[src/rtl/cmp_chan_pkg.sv]
package cmp_chan_pkg;
  localparam int CFG_W     = 16;
  localparam int B_LEVEL   = 1;
  localparam int B_EN      = 2;
  localparam int B_PER     = 3;
  localparam int B_PCAP    = 4;
  localparam int B_WCAP    = 5;
  localparam int B_SETV    = 6;
  localparam int B_M32     = 8;
  localparam int B_RT_LO   = 9;
  localparam int B_RT_HI   = 13;
  localparam logic [CFG_W-1:0] WR_MASK   = 16'h3F4E;
  localparam logic [CFG_W-1:0] CFG_RESET = 16'h0030;
endpackage

[src/rtl/cmp_chan_cfg.sv]
module cmp_chan_cfg
  import cmp_chan_pkg::*;
#(
  parameter logic [31:0] ROUTE_CAP = 32'h00F0_0000
) (
  input  logic             clk_i,
  input  logic             rst_ni,
  input  logic             we_i,
  input  logic [CFG_W-1:0] wdata_i,
  input  logic             cmp_we_i,
  output logic [63:0]      cfg_o,
  output logic             en_o,
  output logic             per_o,
  output logic             setv_o,
  output logic             m32_o,
  output logic             m32_set_o
);
  logic [CFG_W-1:0] cfg_q, cfg_d;

  always_comb begin
    cfg_d = cfg_q;
    if (we_i) cfg_d = (wdata_i & WR_MASK) | (cfg_q & ~WR_MASK);
    // set-value is consumed by any comparator write
    if (cmp_we_i) cfg_d[B_SETV] = 1'b0;
  end

  always_ff @(posedge clk_i or negedge rst_ni) begin
    if (!rst_ni) cfg_q <= CFG_RESET;
    else         cfg_q <= cfg_d;
  end

  assign cfg_o     = {ROUTE_CAP, {(32-CFG_W){1'b0}}, cfg_q};
  assign en_o      = cfg_q[B_EN];
  assign per_o     = cfg_q[B_PER];
  assign setv_o    = cfg_q[B_SETV];
  assign m32_o     = cfg_q[B_M32];
  assign m32_set_o = we_i & wdata_i[B_M32];


  a_r3_setv_clears: assert property (@(posedge clk_i) disable iff (!rst_ni)
    cmp_we_i |=> !cfg_q[B_SETV]);
endmodule

[src/rtl/cmp_chan_reach.sv]
module cmp_chan_reach #(
  parameter int CNT_W = 64
) (
  input  logic [CNT_W-1:0] count_i,
  input  logic [CNT_W-1:0] cmp_i,
  input  logic             m32_i,
  output logic             reach_o
);
  localparam logic [CNT_W-1:0] HALF_W = {1'b1, {(CNT_W-1){1'b0}}};
  localparam logic [31:0]      HALF_L = 32'h8000_0000;

  logic [CNT_W-1:0] diff_w;
  logic [31:0]      diff_l;

  assign diff_w  = count_i - cmp_i;
  assign diff_l  = count_i[31:0] - cmp_i[31:0];
  // signed difference >= 0 means the counter has reached the comparator
  assign reach_o = m32_i ? (diff_l < HALF_L) : (diff_w < HALF_W);
endmodule

[src/rtl/cmp_chan_core.sv]
module cmp_chan_core #(
  parameter int CNT_W = 64
) (
  input  logic             clk_i,
  input  logic             rst_ni,
  input  logic             en_i,
  input  logic             per_i,
  input  logic             setv_i,
  input  logic             m32_i,
  input  logic             m32_set_i,
  input  logic             cmp_we_i,
  input  logic [CNT_W-1:0] cmp_wdata_i,
  input  logic             reach_i,
  output logic [CNT_W-1:0] cmp_o,
  output logic             fire_o
);
  localparam logic [CNT_W-1:0] LO_MASK = {{(CNT_W-32){1'b0}}, 32'hFFFF_FFFF};

  logic [CNT_W-1:0] cmp_q, cmp_d, per_q, per_d, keep, sum;
  logic             armed_q, armed_d, en_q, fire_q, fire_now, reload_on;

  assign keep      = (m32_i | m32_set_i) ? LO_MASK : '1;
  assign sum       = cmp_q + per_q;
  assign reload_on = per_i & (per_q != '0);
  assign fire_now  = en_i & reach_i & (armed_q | ~en_q) & ~cmp_we_i;

  always_comb begin
    cmp_d   = cmp_q;
    per_d   = per_q;
    armed_d = armed_q;
    if (cmp_we_i) begin
      if (!per_i || setv_i) cmp_d = cmp_wdata_i & keep;
      else                  per_d = cmp_wdata_i & keep;
      armed_d = 1'b1;
    end else if (fire_now) begin
      armed_d = 1'b0;
      if (reload_on) cmp_d = sum;
    end else if (en_i && !armed_q && reach_i && reload_on) begin
      cmp_d = sum;   // catch-up: one period per cycle
    end else if (!reach_i) begin
      armed_d = 1'b1;
    end
    cmp_d = cmp_d & keep;
  end

  always_ff @(posedge clk_i or negedge rst_ni) begin
    if (!rst_ni) begin
      cmp_q   <= '1;
      per_q   <= '0;
      armed_q <= 1'b1;
      en_q    <= 1'b0;
      fire_q  <= 1'b0;
    end else begin
      cmp_q   <= cmp_d;
      per_q   <= per_d;
      armed_q <= armed_d;
      en_q    <= en_i;
      fire_q  <= fire_now;
    end
  end

  assign cmp_o  = cmp_q;
  assign fire_o = fire_q;


  a_r5_fire_needs_en: assert property (@(posedge clk_i) disable iff (!rst_ni)
    fire_q |-> $past(en_i));

  a_r6_single_pulse: assert property (@(posedge clk_i) disable iff (!rst_ni)
    fire_q |=> !fire_q);

  a_r4_high_word_zero: assert property (@(posedge clk_i) disable iff (!rst_ni)
    m32_i |-> (cmp_q[CNT_W-1:32] == '0));
endmodule

[src/rtl/cmp_chan.sv]
module cmp_chan
  import cmp_chan_pkg::*;
#(
  parameter int          CNT_W     = 64,
  parameter logic [31:0] ROUTE_CAP = 32'h00F0_0000
) (
  input  logic             clk_i,
  input  logic             rst_ni,
  input  logic [CNT_W-1:0] count_i,
  input  logic             gen_en_i,
  input  logic             cfg_we_i,
  input  logic [CFG_W-1:0] cfg_wdata_i,
  input  logic             cmp_we_i,
  input  logic [CNT_W-1:0] cmp_wdata_i,
  output logic [63:0]      cfg_o,
  output logic [CNT_W-1:0] cmp_o,
  output logic             fire_o
);
  logic t_en, per, setv, m32, m32_set, reach;

  cmp_chan_cfg #(.ROUTE_CAP(ROUTE_CAP)) u_cfg (
    .clk_i, .rst_ni,
    .we_i      (cfg_we_i),
    .wdata_i   (cfg_wdata_i),
    .cmp_we_i  (cmp_we_i),
    .cfg_o     (cfg_o),
    .en_o      (t_en),
    .per_o     (per),
    .setv_o    (setv),
    .m32_o     (m32),
    .m32_set_o (m32_set)
  );

  cmp_chan_reach #(.CNT_W(CNT_W)) u_reach (
    .count_i (count_i),
    .cmp_i   (cmp_o),
    .m32_i   (m32),
    .reach_o (reach)
  );

  cmp_chan_core #(.CNT_W(CNT_W)) u_core (
    .clk_i, .rst_ni,
    .en_i        (gen_en_i & t_en),
    .per_i       (per),
    .setv_i      (setv),
    .m32_i       (m32),
    .m32_set_i   (m32_set),
    .cmp_we_i    (cmp_we_i),
    .cmp_wdata_i (cmp_wdata_i),
    .reach_i     (reach),
    .cmp_o       (cmp_o),
    .fire_o      (fire_o)
  );
endmodule

[config.mk]
export PLATFORM = sky130hd
export DESIGN_NAME = cmp_chan
export DESIGN_NICKNAME = d
export VERILOG_FILES = /design/src/rtl/cmp_chan_pkg.sv /design/src/rtl/cmp_chan_cfg.sv /design/src/rtl/cmp_chan_reach.sv /design/src/rtl/cmp_chan_core.sv /design/src/rtl/cmp_chan.sv
export SDC_FILE = /design/constraint.sdc
export NUM_CORES = 1
export LEC_CHECK = 0
export ABC_AREA = 1
export BUFFER_PORTS_ARGS = -buffer_cell sky130_fd_sc_hd__buf_4
export CAP_MARGIN = 25
export CORE_UTILIZATION = 45
export DETAILED_ROUTE_END_ITERATION = 8
export PLACE_DENSITY = 0.71
export SYNTH_ARGS = -nofsm -noshare
export SYNTH_HDL_FRONTEND = slang
export SYNTH_SLANG_ARGS = --single-unit
[constraint.sdc]
create_clock -name clk_i -period 4.02 [get_ports clk_i]
set_clock_uncertainty 0.15 [all_clocks]
set_input_delay 0.402 -clock clk_i [delete_from_list [all_inputs] [get_ports clk_i]]
set_output_delay 0.402 -clock clk_i [all_outputs]
set_load 0.03 [all_outputs]
==> results of run 1 <==
## cells by family after synthesis
logic type               count (synthesis)  share of synthesized area (%)
XOR/XNOR                                36                           2.47
adder cells (fa/ha/maj)                126                           12.4
AND/OR/NAND/NOR                        837                           27.2
AO/OA/AOI/OAI                          372                           17.2
other                                    2                         0.0588
flip-flops                             141                           28.3
buffers and inverters                  349                           12.4
## metal layers
metal  part of all wire (%)  wire, microns  track usage [%]
met2                     46          19000             48.5
met3                    5.2           2120             3.52
met1                     47          19100             39.8
met4                    1.7            709             7.44
met5                      0              0                0
## layout make-up
type	instances	area share, %
Clock buffer	19	2.91
Inverter	252	6.22
Multi-Input combinational cell	1425	51.3
Timing Repair Buffer	233	11.9
Sequential cell	141	23.7
Tap cell	378	3.11
Clock inverter	13	0.880
## power by group
group          switching (mW)  internal, mW
Clock                   0.716         0.884
Combinational            1.84          1.00
Sequential              0.255          1.72
Total                    2.81          3.60
## registers in the layout, indices dropped and copies added (netlist names)
signal,count
u_cfg.cfg_q,10
u_core.cmp_o,64
u_core.armed_q,1
u_core.fire_o,1
u_core.en_q,1
u_core.per_q,64
## worst reg2reg max path: stages, from the launching register on
cell and delay (ns):
dfstp_2 0.57, inv_1 0.08, ha_1 0.28, nand2_1 0.06, inv_1 0.04, nor2_1 0.07
o21ai_0 0.12, a21oi_1 0.41, nand2_1 0.16, nor2_2 0.16, nand3_1 0.13, nand3_4 0.14
nand3_4 0.09, nor2_2 0.39, buf_12 0.22, nand2_1 0.07, nor2_1 0.28, nor2_1 0.09
## placed cells by master, fill, tap and decap left out, types with 3 or more instances in the layout
cell             n
nand2_1        468
inv_1          250
buf_4          226
nor2_1         213
ha_1           125
a21oi_1        123
o21ai_0        112
dfrtp_1         76
nand3_1         74
dfstp_2         65
conb_1          54
a221oi_1        32
xor2_1          25
nor4_1          20
o21ai_1         18
a31oi_1         18
clkbuf_16       17
nor3_1          16
nand4_1         14
a22oi_1         14
o21bai_1        12
a21o_1          11
xnor2_1         11
o21a_1           8
nand2_2          7
o21ai_2          5
a211oi_1         5
clkinvlp_4       5
nor2_2           4
a21boi_0         4
nand3b_1         3
a21boi_1         3
and3_1           3
inv_6            3
dlygate4sd3_1    3
## timing repair
| item | CTS | global route |
|---|---|---|
| hold buffers | 3 | 0 |
| buffers inserted | 0 | 0 |
| hold endpoints to repair | 53 | 0 |
## worst max path at each step
stage                                   to  slack, ns  depth (start not counted)
after floorplan           u_core.cmp_o[46]       1.16                         15
after global placement    u_core.cmp_o[53]       0.51                         17
after detailed placement  u_core.cmp_o[53]       0.46                         17
after CTS                 u_core.cmp_o[53]       0.45                         17
after global routing      u_core.cmp_o[54]       0.25                         14
final                     u_core.cmp_o[53]       0.43                         17
==> results.md, run 1 <==
- Cell Pwr Density: roughly 420 nW/um^2
- Pre-CTS setup slack: around 0.46 ns
- CP top delay family: simple AND/OR/NAND/NOR gates
- Hold Path Origin: cfg_wdata_i[11]
- Outcome: complete, no violations
- Synth area leaders: dfrtp_1 (15%), nand2_1 (14%), dfstp_2 (13%)
- Max-slew violation count: 0
- Starting Density: 45.9%
- DRT antenna net count: 0
- Global-route wire length before repair: ~66000 microns
- Multi-input logic area: approximately 8000 sq um
- Avg Cell Area, Syn: 6.86 sq um
- DPL Wire Length: roughly 33000 microns
- Crit. End Element: register
- Hold depth: 3
- Slowest CP cell: dfstp_2
- Critical path buffer and inverter count: 3
- Critical path arrival: 3.80 ns
- Die Y: roughly 170 microns
- Total chip power: between 6 and 7 mW
- DRT Pass-1 Iters: 5
- Clock Sinks: 141
- Synth unique cells: 53
- Clk_lat worst skew: roughly 0.44 ns
- Max_slew headroom: a little under two fifths
- Peak supply drop: ~0.26 mV
- Crit path max fanout: 19
- Path depth of the worst reg2reg path: 17
- CP startpoint: u_core.cmp_o[56]
- Final core occ: a little over half
- Synth warn: 0
- WS Path Type: reg -> reg
- Worst Path Required: 4.23 ns
- Port bufs: between 200 and 250
- Die Wd: ~170 microns
- Endpoints failing hold: 0
- Fin crit share: 89.4%
- Cell taking the most area after synthesis: dfrtp_1
- Std cell rows: around 60
- Synth-to-Final Area Change: 19.0%
- Final wirelength: a little over 40000 microns
- # setup viols final: 0
- Initial antenna violation count: 0
- CP Launch Type: register
- Worst reg2reg setup slack: 0.43 ns
- Area after DPL: roughly 15000 sq um
- Worst min path class: in -> reg
- Gpl congestion: about 0.92
- Nets@finish: ~2.3k
- Synth Register Bits: roughly 140
- CTS Buf Count: 17
- Share of the synthesized area in the top cell type: 14.9%
- FF-to-FF Start: u_core.cmp_o[56]
- Global-route usage over all layers: 29.1%
- WHS Endpoint: u_cfg.cfg_q[11]
- Count leader, synth: nand2_1
- Fmax: around 280 MHz
- RR Endpoint: u_core.cmp_o[53]
- Unrepaired setup endpoints after global routing: false
- Synth async-reset ratio: between 90% and 100%
- CTS tree: built
- Vias/cell: 5.26
- CTS H-tree depth: 4
- Post-route setup slack: roughly 0.43 ns
- Post-synth EDFFs: 0
- Most common library cells after synthesis: nand2_1 (468), inv_1 (251), nor2_1 (215)
- LEAKAGE: between 7 and 8 nW
- CP cell instances: inv_1 > ha_1 > nand2_1 > inv_1 > nor2_1 > o21ai_0 > a21oi_1 > nand2_1 > nor2_2 > nand3_1 > nand3_4 > nand3_4 > nor2_2 > buf_12 > nand2_1 > nor2_1 > nor2_1
- Remaining DRCs: 0
- Layout cells sized above 1: roughly 17%
- Core area: between 20000 and 30000 sq um
- DIE AREA: 29100 sq um
- Critical path's largest stage delay: between 0.5 and 0.6 ns
- DP Cell Count: approximately 2.4k
- Root Driver: clkbuf_16
- Max Cap Violations: 0
- Diodes inserted: 0
- Routed length per instance: 16.6 microns
- Setup_tns: 0 ns
- Mapped Cells: 1863
- Ys flop type: dfrtp_1
- Post-synthesis instance area: 12800 sq um
- Worst-Margin Slew: 0.929 ns
- Post-cts resize count: 0
- Sequential fraction of the synthesis area: between 20 and 30%
- Top-Level Pins: 278
- Grt total ovfl: 0
- Clk buf depth: 2
- Final Non-Filler Cells: between 2k and 2.5k
- Initial drt markers: 1123
- Tmin final: around 3.6 ns
- Reg area: about 3600 sq um
- Vias post-DR: roughly 13k
- Clock slew at reported path FFs: around 0.07 ns
- Pin count of the biggest net entering global routing: 96
- Fillers: 2807
- Number of global-route vias before repair: roughly 12k
- Hold slack final: 0.00923 ns
- Fin area: between 15000 and 20000 sq um
No activity file was read; power rests on OpenSTA's default activity.
==> run 2: changes to the inputs <==
--- a/config.mk
+++ b/config.mk
@@ -10,7 +10,9 @@
 export CAP_MARGIN = 25
 export CORE_UTILIZATION = 45
 export DETAILED_ROUTE_END_ITERATION = 8
-export PLACE_DENSITY = 0.71
+export GPL_ROUTABILITY_DRIVEN = 0
+export PLACE_DENSITY = 0.74
+export REMOVE_ABC_BUFFERS = 1
 export SYNTH_ARGS = -nofsm -noshare
 export SYNTH_HDL_FRONTEND = slang
 export SYNTH_SLANG_ARGS = --single-unit
==> constraint.sdc (replaced) <==
create_clock -name clk_i -period 3 [get_ports clk_i]
set_clock_uncertainty 0.15 [all_clocks]
set_input_delay 0.3 -clock clk_i [delete_from_list [all_inputs] [get_ports clk_i]]
set_output_delay 0.3 -clock clk_i [all_outputs]
set_load 0.03 [all_outputs]
==> run 2 against run 1 <==
Worst hold slack improved by 0.0021 ns. Via count increased by 8.5%. Die area unchanged. Register-to-register slack got worse by 0.38 ns. Non-clock buffer count increased by 153. Sequential power increased by 30%. Sequential cell count unchanged. Critical path type unchanged.
==> results.md, run 2 (same netlist as run 1, synthesis figures left out) <==
- Nets@finish: 2498 (+6.5%)
- Pin count of the biggest net entering global routing: 68 (-29%)
- # setup viols final: 0 (unchanged)
- Die Y: 170 microns (unchanged)
- DRT Pass-1 Iters: 8 (+3)
- Clk buf depth: 2 (unchanged)
- CP Launch Type: register
- Tmin final: 2.95 ns (-0.639 ns)
- Most common cell after layout, fill and taps aside: nand2_1
- Endpoints failing hold: 0 (unchanged)
- Remaining DRCs: 0 (unchanged)
- Final wirelength: 42200 microns (+3.1%)
- Global-route usage over all layers: 28.7% (-0.37 points)
- Commonest non-fill, non-tap cells in the layout: nand2_1 (448), buf_4 (322), inv_1 (236), nor2_1 (195), a21oi_1 (114)
- Max-slew violation count: 0 (unchanged)
- Grt total ovfl: 0 (unchanged)
- Unrepaired setup endpoints after global routing: true
- Starting Density: 45.9% (unchanged)
- Crit path max fanout: 16 (-3)
- CTS H-tree depth: 4 (unchanged)
- CP cell instances: inv_2 > ha_4 > nand2_1 > nor2_4 > nand2_4 > nor3_2 > nand2_2 > nand2_4 > nand2_4 > nand2_2 > nand2_2 > nand3_4 > buf_6 > buf_4 > nand4_1 > o21ai_2 > buf_12 > nand3_1 > nand3_1
- Metal2 WL: 19800 microns (+4.3%)
- FF-to-FF Start: u_core.cmp_o[24]
- Synth-to-Final Area Change: 34.7%
- Clk_lat worst skew: 0.44 ns (about the same)
- WS Path Type: reg -> reg
- Clock slew at reported path FFs: 0.06 ns (about the same)
- CP startpoint: u_core.cmp_o[24]
- Clock Sinks: 141 (unchanged)
- Die Wd: 170 microns (unchanged)
- Number of global-route vias before repair: 13.2k (+5.8%)
- Worst reg2reg setup slack: 0.05 ns (-0.38 ns)
- Vias/cell: 5.37 (+2.1%)
- Cell Pwr Density: 546 nW/um^2 (+30%)
- Max layer used: met4
- CTS Buf Count: 17 (unchanged)
- Vias post-DR: 14.0k (+8.5%)
- Fmax: 339 MHz (+22%)
- Met1 WL: 18100 microns (-5.2%)
- Routed length per instance: 16.2 microns (-2.9%)
- Setup_tns: 0 ns (unchanged)
- CTS tree: built
- Top-Level Pins: 278 (unchanged)
- Final Non-Filler Cells: 2614 (+6.2%)
- Fin crit share: 98.4% (+9.1 points)
- Crit. End Element: register
- Std cell rows: 61 (unchanged)
- LEAKAGE: 8.47 nW (+12%)
- DPL Wire Length: 31800 microns (-5.0%)
- Routed wl met3: 2940 microns (+39%)
- DP Cell Count: 2508 (+3.4%)
- Initial drt markers: 1288 (+15%)
- Core area: 27900 sq um (unchanged)
- DIE AREA: 29100 sq um (unchanged)
- Max Cap Violations: 0 (unchanged)
- Port bufs: 217 (unchanged)
- Worst Path Required: 3.22 ns (-1.01 ns)
- Critical path arrival: 3.17 ns (-0.63 ns)
- Peak supply drop: 0.347 mV (+33%)
- Global-route wire length before repair: 65400 microns (-0.67%)
- Root Driver: clkbuf_16
- DRT antenna net count: 0 (unchanged)
- Outcome: complete, no violations
- Layout cells sized above 1: 26.1% (+8.8 points)
- Max_slew headroom: 48.9% (+11 points)
- Critical path's largest stage delay: 0.53 ns (-0.04 ns)
- Diodes inserted: 0 (unchanged)
- Initial antenna violation count: 1 (+1)
- CP endpoint: u_core.cmp_o[23]
- Worst-Margin Slew: 0.765 ns (-0.165 ns)
- Worst min path class: in -> reg
- RR Endpoint: u_core.cmp_o[23]
- Slowest CP cell: dfstp_2
- Path depth of the worst reg2reg path: 19 (+2)
run 2: cell types whose count changed in the layout (fill, tap and decap cells not counted), moves of 13 or more:
cell	before	now
nor2_1	213	195
buf_4	226	322
nand2_2	7	22
nand3_1	74	55
dlygate4sd3_1	3	48
ha_4	0	19
o21ai_0	112	99
ha_1	125	105
inv_1	250	236
nand3_2	0	19
nand2_1	468	448
run 2: area by class of cell:
cell class,count,area (sq um)
flip-flops and latches,141,3610
clock buffers,22,474
repair buffers,386,3150
well taps,378,473
clock inverters,10,138
multi-input cells,1425,8400
inverters,252,961
fillers,2458,10700
run 2: power by group:
group	internal [mW]	switching, mW
logic	1.81	2.77
clock network	1.37	0.878
registers	2.30	0.274
run 2: worst min path at each step:
stage	startpoint	to	slack, ns	depth (start not counted)
CTS	cfg_we_i	u_cfg.cfg_q[13]	0.001	3
global placement	rst_ni	u_core.per_q[50]	0.20	1
global route	cmp_wdata_i[50]	u_core.per_q[50]	0.009	3
floorplan	rst_ni	u_cfg.cfg_q[10]	-0.15	0
detailed placement	rst_ni	u_core.per_q[50]	0.20	1
finish	cmp_wdata_i[46]	u_core.per_q[46]	0.01	3
run 2: worst max-delay path, delay by kind of cell, from the launching register on:
family                   cells  cell delay [ns]
flip-flops                   1             0.53
AO/OA/AOI/OAI                1             0.12
buffers and inverters        4             0.44
adder cells (fa/ha/maj)      1             0.26
AND/OR/NAND/NOR             13             1.36
run 2: metal layers:
layer / track usage (%) / up-vias
met4: 10.9 / 0
met2: 47.4 / 687
met3: 4.40 / 104
li1: - / 6752
met5: 0 / -
met1: 37.7 / 6505
run 2: stage by stage:
step | area (sq um) | util [%] | setup WS, ns | power (mW) | hold slack (ns)
floorplan | 12300 | - | -2.35 | 5.15 | -0.146
global placement | 15200 | 54.7 | -0.00381 | 6.60 | 0.196
detailed placement | 15200 | 54.7 | -0.117 | 6.69 | 0.199
CTS | 16500 | 59.4 | -0.00611 | 9.06 | 0.00120
global route | 17200 | 61.8 | -0.117 | 9.99 | 0.00906
finish | 17200 | 61.8 | 0.0466 | 9.40 | 0.0114
run 2: timing repair:
item	in CTS	in global routing
hold endpoints to repair	116	0
gates cloned	2	0
buffers inserted	5	22
hold buffers	48	0
pin swaps	8	51
resized for setup	21	139
endpoints found under the setup margin	60	64
==> run 3: changes to the inputs <==
--- a/config.mk
+++ b/config.mk
@@ -9,9 +9,10 @@
 export BUFFER_PORTS_ARGS = -buffer_cell sky130_fd_sc_hd__buf_4
 export CAP_MARGIN = 25
 export CORE_UTILIZATION = 45
+export CTS_BUF_LIST = sky130_fd_sc_hd__clkbuf_4 sky130_fd_sc_hd__clkbuf_8 sky130_fd_sc_hd__clkbuf_16
 export DETAILED_ROUTE_END_ITERATION = 8
 export GPL_ROUTABILITY_DRIVEN = 0
-export PLACE_DENSITY = 0.74
+export PLACE_DENSITY = 0.71
 export REMOVE_ABC_BUFFERS = 1
 export SYNTH_ARGS = -nofsm -noshare
 export SYNTH_HDL_FRONTEND = slang
==> constraint.sdc (replaced) <==
create_clock -name clk_i -period 3.7 [get_ports clk_i]
set_clock_uncertainty 0.15 [all_clocks]
set_input_delay 0.37 -clock clk_i [delete_from_list [all_inputs] [get_ports clk_i]]
set_output_delay 0.37 -clock clk_i [all_outputs]
set_load 0.03 [all_outputs]
==> run 3 against run 2 <==
Cell area fell by 9.8%. Total power down 24%. Fmax is 15% lower. Largest power group unchanged.
==> results.md, run 3 (same netlist as run 1, synthesis figures left out) <==
- Fmax: 289 MHz (-15%)
- Most common cell after layout, fill and taps aside: nand2_1
- Core area: 27900 sq um (unchanged)
- Number of global-route vias before repair: 12.7k (-4.3%)
- Diodes inserted: 0 (unchanged)
- Top-Level Pins: 278 (unchanged)
- Max-slew violation count: 0 (unchanged)
- Worst Path Required: 3.92 ns (+0.70 ns)
- CTS tree: built
- DRT Pass-1 Iters: 6 (-2)
- Comb power frac: 43.2% (-5.5 points)
- Final wirelength: 39500 microns (-6.4%)
- Synth-to-Final Area Change: 21.5%
- Max Cap Violations: 0 (unchanged)
- Net Switching: 2.97 mW (-24%)
- Post-route setup slack: 0.242 ns (+0.195 ns)
- Outcome: complete, no violations
- Pin count of the biggest net entering global routing: 78 (+15%)
- Routed wl met3: 2630 microns (-11%)
- Endpoints failing hold: 0 (unchanged)
- Critical path's largest stage delay: 0.55 ns (+0.02 ns)
- Starting Density: 45.9% (unchanged)
- Global-route usage over all layers: 27.5% (-1.2 points)
- Worst min path class: in -> reg
- Fin crit share: 93.5% (-5.0 points)
- Peak supply drop: 0.290 mV (-16%)
- Slowest CP cell: dfstp_2
- Nets@finish: 2369 (-5.2%)
- Port bufs: 217 (unchanged)
- Grt total ovfl: 0 (unchanged)
- Post-cts resize count: 0 (-100%)
- Commonest non-fill, non-tap cells in the layout: nand2_1 (468), inv_1 (250), buf_4 (227), nor2_1 (213), ha_1 (125)
- Tmin final: 3.46 ns (+0.505 ns)
- Clock slew at reported path FFs: 0.06 ns (about the same)
- Metal2 WL: 18200 microns (-8.2%)
- Total chip power: 7.19 mW (-24%)
- Max layer used: met4
- Routed length per instance: 15.9 microns (-1.6%)
- Initial drt markers: 953 (-26%)
- DPL Wire Length: 31000 microns (-2.4%)
- Crit. End Element: register
- CP Launch Type: register
- Post-CTS Setup Bufs: 0 (-5)
- Die Y: 170 microns (unchanged)
- Critical path arrival: 3.68 ns (+0.51 ns)
- Max_slew headroom: 46.5% (-2.4 points)
- LEAKAGE: 7.69 nW (-9.2%)
- # setup viols final: 0 (unchanged)
- Switching Share: 41.4% (-0.32 points)
- Root Driver: clkbuf_16
- Layout cells sized above 1: 17.1% (-8.9 points)
- Pre-CTS setup slack: 0.374 ns (+0.490 ns)
- Seq pwr share: 29.8% (+2.5 points)
- Clk_lat worst skew: 0.44 ns (about the same)
- WS Path Type: reg -> reg
- Std cell rows: 61 (unchanged)
- Clk buf depth: 2 (unchanged)
- Final Non-Filler Cells: 2485 (-4.9%)
- Worst-Margin Slew: 0.802 ns (+0.0373 ns)
- CP cell instances: ha_1 > inv_1 > fa_1 > nand3b_1 > nand2_1 > a31oi_1 > o21ai_2 > a21boi_1 > o21bai_1 > nand3_1 > nand2_1 > nand2_1 > a21oi_1 > nor2_1
- Remaining DRCs: 0 (unchanged)
- DIE AREA: 29100 sq um (unchanged)
- Unrepaired setup endpoints after global routing: false
- Clk network pwr share: 27.0% (+3.0 points)
- Cell Pwr Density: 463 nW/um^2 (-15%)
- DP Cell Count: 2427 (-3.2%)
- Fillers: 2626 (+6.8%)
- Die Wd: 170 microns (unchanged)
- Vias/cell: 5.34 (-0.62%)
- Final core occ: 55.7% (-6.0 points)
- Cell mode on critical path: nand2_1
- DRT antenna net count: 0 (unchanged)
- Met1 WL: 17500 microns (-3.3%)
- Hold Buf Count CTS: 25 (-48%)
- Initial antenna violation count: 0 (-1)
- CTS H-tree depth: 4 (unchanged)
- Crit path max fanout: 4 (-12)
- Global-route wire length before repair: 62700 microns (-4.1%)
- Vias post-DR: 13.3k (-5.5%)
- CTS Buf Count: 17 (unchanged)
- Hold slack final: 0.00400 ns (-0.00736 ns)
- Clock Sinks: 141 (unchanged)
- Internal power: 4.21 mW (-23%)
## run 3: path summary, 6_finish.rpt
check                           cells after the start  slack (ns)               end            start
worst max-delay path                               14        0.24  u_core.cmp_o[54]  u_core.cmp_o[0]
worst min-delay path                                3       0.004   u_core.per_q[4]   cmp_wdata_i[4]
worst max register to register                     14        0.24  u_core.cmp_o[54]  u_core.cmp_o[0]
worst min register to register                      2        0.32    u_cfg.cfg_q[1]   u_cfg.cfg_q[1]
max in group asynchronous                           3        2.17  u_core.cmp_o[14]           rst_ni
min in group asynchronous                           2        0.38  u_core.per_q[50]           rst_ni
## run 3: worst max-delay path: cells and delay by family (launching register included)
| kind | cells | cell delay [ns] |
|---|---|---|
| AOI/OAI and AO/OA | 5 | 1.23 |
| and+or+nand+nor | 6 | 0.79 |
| adders and majority gates | 2 | 0.58 |
| DFF | 1 | 0.55 |
| buffers and inverters | 1 | 0.06 |
## run 3: power groups by stage
stage | clock network [mW] | registers (mW) | logic, mW
floorplan | 0 | 2.30 | 1.88
finish | 1.94 | 2.15 | 3.10
CTS | 1.95 | 2.14 | 3.06
global route | 2.03 | 2.18 | 3.43
detailed placement | 0 | 2.16 | 3.02
global placement | 0 | 2.16 | 2.95
## run 3: layer usage
metal,vias to the layer above,track usage [%]
met3,79,4.79
met2,557,45.3
met1,6140,35.8
met4,0,10.7
met5,-,0
li1,6496,-
## run 3: cell type report
type | count | area [sq um] | share of cell area [%]
clock inverters | 11 | 193 | 1.24
flip-flops and latches | 141 | 3610 | 23.3
multi-input cells | 1425 | 7800 | 50.2
inverters | 252 | 946 | 6.09
well taps | 378 | 473 | 3.05
clock buffers | 21 | 462 | 2.97
repair buffers | 257 | 2040 | 13.2
## run 3: per-stage QoR
step | TNS, ns | instance area [sq um]
after global placement | 0 | 14600
final | 0 | 15500
after floorplan | -123.85 | 12300
after detailed placement | 0 | 14600
after CTS | 0 | 15500
after global routing | 0 | 15500
